==> src/rtl/ptb_pkg.sv <==
package ptb_pkg;
  typedef enum logic [1:0] {
    SRC_LOCAL   = 2'd0,
    SRC_MRELOAD = 2'd1,
    SRC_MSYNC   = 2'd2,
    SRC_EXT     = 2'd3
  } init_src_e;
endpackage

==> src/rtl/ptb_counter.sv <==
module ptb_counter #(
  parameter int CW = 16
) (
  input  logic          clk,
  input  logic          rst,
  input  logic [CW-1:0] init_val,
  input  logic [1:0]    init_src,
  input  logic          mod_hit,
  input  logic          mstr_reload,
  input  logic          mstr_sync,
  input  logic          ext_sync,
  input  logic          force_in,
  input  logic          force_en,
  output logic [CW-1:0] cnt
);
  import ptb_pkg::*;

  init_src_e src;
  logic      sel_ev;
  logic      init_ev;

  assign src = init_src_e'(init_src);

  always_comb begin
    case (src)
      SRC_LOCAL:   sel_ev = mod_hit;
      SRC_MRELOAD: sel_ev = mstr_reload;
      SRC_MSYNC:   sel_ev = mstr_sync;
      default:     sel_ev = ext_sync;
    endcase
  end

  assign init_ev = sel_ev | (force_en & force_in);

  // init has priority over counting, including on a modulus hit
  always_ff @(posedge clk) begin
    if (rst)          cnt <= '0;
    else if (init_ev) cnt <= init_val;
    else              cnt <= cnt + 1'b1;
  end

  a_r1_step: assert property (@(posedge clk) disable iff (rst)
    (!init_ev && !$past(rst)) |=> cnt == $past(cnt) + 1'b1);
  a_r4_init_load: assert property (@(posedge clk) disable iff (rst)
    init_ev |=> cnt == $past(init_val));
  a_r5_force_gated: assert property (@(posedge clk) disable iff (rst)
    (force_in && !force_en && !sel_ev) |=> cnt == $past(cnt) + 1'b1);
endmodule

==> src/rtl/ptb_divider.sv <==
module ptb_divider #(
  parameter int DW = 4
) (
  input  logic          clk,
  input  logic          rst,
  input  logic          opp,
  input  logic [DW-1:0] div_n,
  output logic          fire
);
  logic [DW-1:0] dcnt;

  assign fire = opp && (dcnt >= div_n);

  always_ff @(posedge clk) begin
    if (rst)       dcnt <= '0;
    else if (fire) dcnt <= '0;
    else if (opp)  dcnt <= dcnt + 1'b1;
  end

  a_r9_fire_on_opp: assert property (@(posedge clk) disable iff (rst)
    fire |-> opp);
  a_r9_hold_idle: assert property (@(posedge clk) disable iff (rst)
    (!opp && !$past(rst)) |=> $stable(dcnt));
endmodule

==> src/rtl/ptb_reload.sv <==
module ptb_reload #(
  parameter int CW = 16
) (
  input  logic          clk,
  input  logic          rst,
  input  logic          rel_ev,
  input  logic          load_ok_set,
  input  logic [CW-1:0] mod_buf,
  input  logic [CW-1:0] half_buf,
  output logic [CW-1:0] act_mod,
  output logic [CW-1:0] act_half,
  output logic          load_ok
);
  logic xfer;

  assign xfer = rel_ev & load_ok;

  always_ff @(posedge clk) begin
    if (rst) begin
      act_mod  <= mod_buf;
      act_half <= half_buf;
      load_ok  <= 1'b0;
    end else begin
      if (xfer) begin
        act_mod  <= mod_buf;
        act_half <= half_buf;
      end
      load_ok <= load_ok_set | (load_ok & ~xfer);
    end
  end

  a_r6_hold_unarmed: assert property (@(posedge clk) disable iff (rst)
    (!load_ok && !$past(rst)) |=> ($stable(act_mod) && $stable(act_half)));
  a_r7_clear_on_xfer: assert property (@(posedge clk) disable iff (rst)
    (rel_ev && load_ok && !load_ok_set) |=> !load_ok);
  a_r7_set: assert property (@(posedge clk) disable iff (rst)
    load_ok_set |=> load_ok);
endmodule

==> src/rtl/pwm_timebase.sv <==
module pwm_timebase #(
  parameter int CW = 16,
  parameter int DW = 4
) (
  input  logic          clk,
  input  logic          rst,
  input  logic [CW-1:0] init_val,
  input  logic [CW-1:0] mod_buf,
  input  logic [CW-1:0] half_buf,
  input  logic [1:0]    init_src,
  input  logic          reload_src,
  input  logic          full_en,
  input  logic          half_en,
  input  logic [DW-1:0] reload_div,
  input  logic          ext_sync,
  input  logic          mstr_sync,
  input  logic          mstr_reload,
  input  logic          force_in,
  input  logic          force_en,
  input  logic          load_ok_set,
  output logic [CW-1:0] count,
  output logic          local_sync,
  output logic          local_reload,
  output logic          reload_opp,
  output logic          load_ok,
  output logic [CW-1:0] act_mod,
  output logic [CW-1:0] act_half
);
  logic mod_hit;
  logic half_hit;
  logic opp;
  logic loc_fire;
  logic rel_ev;

  assign mod_hit  = (count == act_mod);
  assign half_hit = (count == act_half);
  assign opp      = (full_en & mod_hit) | (half_en & half_hit);
  assign rel_ev   = reload_src ? mstr_reload : loc_fire;

  ptb_counter #(.CW(CW)) u_cnt (
    .clk(clk), .rst(rst), .init_val(init_val), .init_src(init_src),
    .mod_hit(mod_hit), .mstr_reload(mstr_reload), .mstr_sync(mstr_sync),
    .ext_sync(ext_sync), .force_in(force_in), .force_en(force_en),
    .cnt(count)
  );

  ptb_divider #(.DW(DW)) u_div (
    .clk(clk), .rst(rst), .opp(opp), .div_n(reload_div), .fire(loc_fire)
  );

  ptb_reload #(.CW(CW)) u_rel (
    .clk(clk), .rst(rst), .rel_ev(rel_ev), .load_ok_set(load_ok_set),
    .mod_buf(mod_buf), .half_buf(half_buf),
    .act_mod(act_mod), .act_half(act_half), .load_ok(load_ok)
  );

  always_ff @(posedge clk) begin
    if (rst) begin
      local_sync   <= 1'b0;
      local_reload <= 1'b0;
      reload_opp   <= 1'b0;
    end else begin
      local_sync   <= mod_hit;
      local_reload <= loc_fire;
      reload_opp   <= opp;
    end
  end

  a_r2_sync_follows: assert property (@(posedge clk) disable iff (rst)
    mod_hit |=> local_sync);
  a_r8_half_opp: assert property (@(posedge clk) disable iff (rst)
    (half_en && half_hit) |=> reload_opp);
  a_r9_reload_subset: assert property (@(posedge clk) disable iff (rst)
    local_reload |-> reload_opp);
  a_r10_master_only: assert property (@(posedge clk) disable iff (rst)
    (reload_src && !mstr_reload && !$past(rst)) |=> $stable(act_mod));
endmodule

==> config.mk <==
export PLATFORM = sky130hd
export DESIGN_NAME = pwm_timebase
export DESIGN_NICKNAME = d
export VERILOG_FILES = /design/src/rtl/ptb_pkg.sv /design/src/rtl/ptb_counter.sv /design/src/rtl/ptb_divider.sv /design/src/rtl/ptb_reload.sv /design/src/rtl/pwm_timebase.sv
export SDC_FILE = /design/constraint.sdc
export NUM_CORES = 1
export LEC_CHECK = 0
export BUFFER_PORTS_ARGS = -buffer_cell sky130_fd_sc_hd__buf_2
export CAP_MARGIN = 5
export CORE_MARGIN = 2
export CORE_UTILIZATION = 47
export CTS_BUF_LIST = sky130_fd_sc_hd__clkbuf_8 sky130_fd_sc_hd__clkbuf_16
export DETAILED_ROUTE_END_ITERATION = 6
export PLACE_DENSITY = 0.79
export REMOVE_ABC_BUFFERS = 1
export SLEW_MARGIN = 25
export SYNTH_ARGS = -nofsm -noshare
export SYNTH_HDL_FRONTEND = slang
export SYNTH_SLANG_ARGS = --single-unit
==> constraint.sdc <==
create_clock -name clk -period 4.6 [get_ports clk]
set_input_delay 0.46 -clock clk [delete_from_list [all_inputs] [get_ports clk]]
set_output_delay 0.46 -clock clk [all_outputs]
set_load 0.02 [all_outputs]
==> flow_summary.json, run 1 <==
{
  "final_cells": 414,
  "ys_warn_count": 0,
  "syn_area_um2": 2660,
  "insertion_delay_ps": 310,
  "fp.dieW_um": 79.3,
  "ioPinCount": 117,
  "worstPathRequired_ps": 4620,
  "critPathLaunch": "u_cnt.cnt[7]$_SDFF_PP0_",
  "cts-root-buf": "clkbuf_8",
  "antenna_cells": 0,
  "grt_pass1_wl_mm": 9.67,
  "ys_seq_elements": 56,
  "hold_path_depth": 1,
  "dp_hpwl_mm": 4.89,
  "wl_mm": 6.28,
  "clk_pin_slew_ps": 100,
  "avgViaCountPerCell": 5.04,
  "cp-start-kind": "register",
  "power_density_nw_per_um2": 322,
  "fin_crit_ps": 3120,
  "end_kind": "register",
  "routedWlPerCell_um": 15.2,
  "drc_errors": 0,
  "outcome": "finished, final reports clean",
  "holdWs_ps": 317,
  "rrSetupSlack_ps": 1480,
  "fmax_mhz": 321,
  "grtUsageMet3": 0.0602,
  "tritoncts": "yes",
  "first_pass_iters": 4,
  "fillers": 476,
  "arrival_ps": 3140,
  "drv_cap": 0,
  "die-area_um2": 6280,
  "die_h_um": 79.3,
  "use_met2": 0.329,
  "ir_worst_vdd_mv": 0.220,
  "avgSynthCellArea_um2": 11.7,
  "slew_headroom": 0.523,
  "synthToLayoutAreaGrowth_pct": 28.1,
  "tns_ps": 0,
  "drtIter0Drc": 83,
  "setup_viol": 0,
  "met1_usage": 0.255,
  "vias": 2087,
  "grt_remaining_overflow": 0,
  "final-max-slew-violation-count": 0,
  "cts_resized": 0,
  "grt_busiest_layer": "met2",
  "finalCritPeriodShare": 0.678,
  "synth.distinct_cells": 37,
  "clock_skew_ps": 15.4,
  "hold_end": "u_rel.act_mod[1]$_DFFE_PP_",
  "power_leakage_nw": 1.42,
  "coreArea_um2": 5470,
  "htree_levels": 2,
  "dp_cells": 405,
  "syn_inst": 228,
  "grt_antenna_before_repair": 0,
  "postCtsSetupRepairBufs": 0,
  "hold_class": "in2reg",
  "r2r_start": "u_cnt.cnt[7]$_SDFF_PP0_",
  "critical_path_class": "reg2reg",
  "numClockSinks": 56,
  "port_buffers": 116,
  "cts_buffer_depth": 2,
  "num_rows": 27,
  "grt_pass1_vias": 2018,
  "cts_buffers": 5,
  "r2r_end": "u_rel.act_mod[14]$_DFFE_PP_",
  "worstHoldStart": "mod_buf[1]",
  "globalplace.congestion": 0.811,
  "antenna_left": 0,
  "grt_max_degree": 33,
  "drive_above_1_share": 0.398,
  "tightest_slew_ps": 716,
  "fin_nets": 412,
  "grtUsageTotal": 0.200,
  "hold_viol_final": 0,
  "r2r.worst_path.cells": 7,
  "path_max_fanout": 17,
  "ys_seq_area_frac": 0.542,
  "ctsHoldBuffers": 0,
  "initial_utilization": 0.486,
  "grt_setup_unrepaired": "false"
}
worst max-delay path: stages (launching register included):
cell and delay [ps]:
dfxtp_1 560, xnor2_1 170, nand4_1 150, nor4_2 470, a32oi_1 300, nor3_1 430, a2bb2oi_4 520, buf_16 230
placed cells by master (no fill, tap or decap), types with 2 or more instances in the layout:
cell type and instances:
a21oi_1 7, and3_1 3, nand4_1 11, buf_6 2, nor3_1 5, dfxtp_1 24, a211oi_1 13, nand3b_1 2
edfxtp_1 32, clkbuf_8 5, inv_1 13, nand2_1 7, xnor2_2 2, nor2_1 21, xor2_1 5, xnor2_1 38
nor4_1 2, nand3_1 5, ha_1 6, mux2i_1 4, buf_2 116
cell usage after synthesis (all sizes together):
library cell   n  share of area
inv           12          0.017
and3           4         0.0099
ha             6          0.028
or3b           1         0.0033
a32oi          1         0.0033
dfxtp         24           0.18
edfxtp        32           0.36
nor3           5         0.0094
nand4         11          0.026
a221oi         1         0.0033
a211o          1         0.0033
or3            1         0.0024
xor2           5          0.016
nor4           3         0.0094
nand4bb        1         0.0042
nand3          5         0.0094
and2           1         0.0028
a211oi        13          0.037
clkbuf         4         0.0056
o21ai          1         0.0019
nand2          7         0.0099
nor2          21          0.030
a21oi          7          0.013
a31oi          1         0.0024
mux2i          4          0.015
or4b           1         0.0038
nand3b         2         0.0056
xnor2         41           0.15
and4           1         0.0038
a2bb2oi        1         0.0033
o32ai          1         0.0033
buf            9          0.029
worst max path at each step:
stage	endpoint	slack [ps]	cells past startpoint
floorplan	u_rel.act_half[0]$_DFFE_PP_	780	6
detailed placement	u_rel.act_half[5]$_DFFE_PP_	1330	6
CTS	u_rel.act_mod[9]$_DFFE_PP_	1290	6
finish	u_rel.act_mod[14]$_DFFE_PP_	1480	7
global placement	u_rel.act_half[13]$_DFFE_PP_	1450	6
global route	u_rel.act_mod[14]$_DFFE_PP_	1210	7
metal layers:
metal  share of wire  routed length (um)
met2            0.48                2980
met4           0.017                 107
met5               0                   0
met1            0.43                2690
met3           0.079                 494
area by class of cell:
class | count | area, um^2 | share of cell area
repair buffers | 119 | 631 | 0.185
inverters | 12 | 45.0 | 0.0132
flip-flops and latches | 56 | 1440 | 0.423
clock buffers | 5 | 68.8 | 0.0202
well taps | 72 | 90.1 | 0.0264
multi-input cells | 147 | 1120 | 0.328
clock inverters | 3 | 15.0 | 0.00440
where the power goes:
part,switching [mW],leakage (nW),internal [mW]
clock,0.155,0.0496,0.105
sequential,0.0456,0.507,0.569
combinational,0.121,0.859,0.103
cells by family after synthesis:
group | after synthesis | share of synthesized area
buffers and inverters | 25 | 0.0512
XOR/XNOR | 46 | 0.164
AO/OA/AOI/OAI | 27 | 0.0705
flip-flops | 56 | 0.542
AND/OR/NAND/NOR | 64 | 0.129
adder cells (fa/ha/maj) | 6 | 0.0282
multiplexers | 4 | 0.0150
per-stage QoR:
step                total power, mW   util  setup WS (ps)  instance area (um^2)
floorplan                     0.748      -            785                  2570
global placement              0.838  0.599           1450                  3280
detailed placement            0.846  0.603           1330                  3300
CTS                            1.10  0.618           1290                  3380
global route                   1.15  0.623           1210                  3410
finish                         1.10  0.623           1480                  3410
registers in the layout, summed over array words and instances (netlist names):
signal / flops
u_cnt.cnt: 16
u_rel.act_half: 16
u_rel.act_mod: 16
u_div.dcnt: 4
local_reload: 1
local_sync: 1
reload_opp: 1
u_rel.load_ok: 1
(Power assumes the default switching activity.)
==> inputs of run 2 (changes only) <==
Clock period 4.6 ns to 3.1 ns, I/O delays scaled along.
==> run 2 against run 1 <==
Against the previous run: sequential cell count stayed put; routed wire length fell by 1.0%; worst hold slack lost 150 ps; final area hardly changed; largest cell class unchanged.
==> flow_summary.json, run 2 (synthesis gave the netlist of run 1 again) <==
{
  "outcome": "finished, final reports clean",
  "setup_viol": 0,
  "synthToLayoutAreaGrowth_pct": 28.2,
  "globalplace.congestion": 0.832,
  "fin_nets": 415,
  "r2r.worst_path.cells": 7,
  "wl_met1_mm": 2.64,
  "hold_viol_final": 0,
  "grt_max_degree": 25,
  "drtIter0Drc": 92,
  "grt_antenna_before_repair": 0,
  "grtUsageTotal": 0.201,
  "end_kind": "register",
  "dp_cells": 409,
  "antenna_left": 0,
  "finalCritPeriodShare": 0.842,
  "vias": 2097,
  "stdcell_area_um2": 3410,
  "postPlaceCellArea_um2": 3320,
  "grt_remaining_overflow": 0,
  "clk_pin_slew_ps": 90,
  "num_rows": 27,
  "dpl_worst_slack_ps": 510,
  "avgViaCountPerCell": 5.03,
  "port_buffers": 116,
  "power_leakage_nw": 1.42,
  "wl_mm": 6.21,
  "path_cells": "xnor2_1, nand4_1, nor4_1, a32oi_1, nor3_1, a2bb2oi_4, buf_4",
  "cp-start-kind": "register",
  "arrival_ps": 2610,
  "final_cell_mix": "buf_2 (116), xnor2_1 (38), edfxtp_1 (32), dfxtp_1 (24), nor2_1 (21)",
  "die_h_um": 79.3,
  "cp_slowest_cell": "dfxtp_1",
  "power_density_nw_per_um2": 480,
  "route.met3.wl_um": 505,
  "cts-root-buf": "clkbuf_8",
  "tightest_slew_ps": 588,
  "ir_worst_vdd_mv": 0.313,
  "antenna_cells": 0,
  "numClockSinks": 56,
  "fin_crit_ps": 2610,
  "cts_resized": 0,
  "die-area_um2": 6280,
  "dp_hpwl_mm": 4.99,
  "grt_pass1_vias": 2050,
  "htree_levels": 2,
  "coreArea_um2": 5470,
  "fp.dieW_um": 79.3,
  "first_pass_iters": 4,
  "critical_path_class": "reg2reg",
  "insertion_delay_ps": 310,
  "clock_skew_ps": 5.91,
  "worstPathRequired_ps": 3100,
  "ioPinCount": 117,
  "slew_headroom": 0.608,
  "critPathLaunch": "u_cnt.cnt[9]$_SDFF_PP0_",
  "grt_setup_unrepaired": "false",
  "drc_errors": 0,
  "rrSetupSlack_ps": 490,
  "hold_class": "in2reg",
  "r2r_start": "u_cnt.cnt[9]$_SDFF_PP0_",
  "route.met2.wl_mm": 3.01,
  "path_max_fanout": 19,
  "final_common_cell": "buf_2",
  "worst_slack_ps": 488,
  "crit_end": "u_rel.act_mod[0]$_DFFE_PP_",
  "grt_pass1_wl_mm": 9.75,
  "cpPeakStageDelay_ps": 540,
  "total_power_mw": 1.64,
  "drive_above_1_share": 0.400,
  "initial_utilization": 0.486,
  "ctsHoldBuffers": 0,
  "utilization": 0.623,
  "postCtsSetupRepairBufs": 0,
  "cts_buffer_depth": 2,
  "highest_layer": "met4",
  "fmax_mhz": 383,
  "drv_cap": 0,
  "final-max-slew-violation-count": 0,
  "r2r_end": "u_rel.act_mod[0]$_DFFE_PP_",
  "reg_top3": "u_cnt.cnt (16), u_rel.act_half (16), u_rel.act_mod (16)",
  "final_cells": 417,
  "tritoncts": "yes",
  "cts_buffers": 5,
  "routedWlPerCell_um": 14.9
}
run 2: report_power, final:
part / internal, mW / switching, mW
registers: 0.844 / 0.0633
logic: 0.149 / 0.180
clock network: 0.176 / 0.224
run 2: stage by stage:
step           setup TNS (ps)  hold slack (ps)
6_report                    0              170
5_1_grt                     0              150
4_1_cts                     0              162
3_5_place_dp                0              488
3_3_place_gp                0              486
2_1_floorplan          -23810              379
run 2: how the worst min path moves through the flow:
stage / start / end / slack (ps) / cells past startpoint
final: mod_buf[5] / u_rel.act_mod[5]$_DFFE_PP_ / 170 / 1
after CTS: half_buf[5] / u_rel.act_half[5]$_DFFE_PP_ / 160 / 1
after floorplan: rst / u_div.dcnt[0]$_SDFFE_PP0P_ / 380 / 1
after detailed placement: half_buf[5] / u_rel.act_half[5]$_DFFE_PP_ / 490 / 1
after global routing: mod_buf[11] / u_rel.act_mod[11]$_DFFE_PP_ / 150 / 1
after global placement: mod_buf[8] / u_rel.act_mod[8]$_DFFE_PP_ / 490 / 1
run 2: per-layer routing:
layer / track usage / up-vias
li1: - / 1036
met1: 0.257 / 967
met2: 0.335 / 86
met3: 0.0591 / 8
met4: 0.0483 / 0
met5: 0 / -
run 2: final cells by class:
type | count | area (um^2)
clock inverter | 2 | 7.51
inverter | 12 | 45.0
multi-input combinational | 147 | 1120
tap | 72 | 90.1
clock buffer | 6 | 82.6
fill | 482 | 2060
timing repair buffer | 122 | 626
sequential | 56 | 1440
run 2: worst max-delay path, delay by kind of cell (launching register included):
kind / cells / cell delay (ps)
flip-flops: 1 / 540
XOR/XNOR: 1 / 180
AO/OA/AOI/OAI: 2 / 360
buffers and inverters: 1 / 270
AND/OR/NAND/NOR: 3 / 930
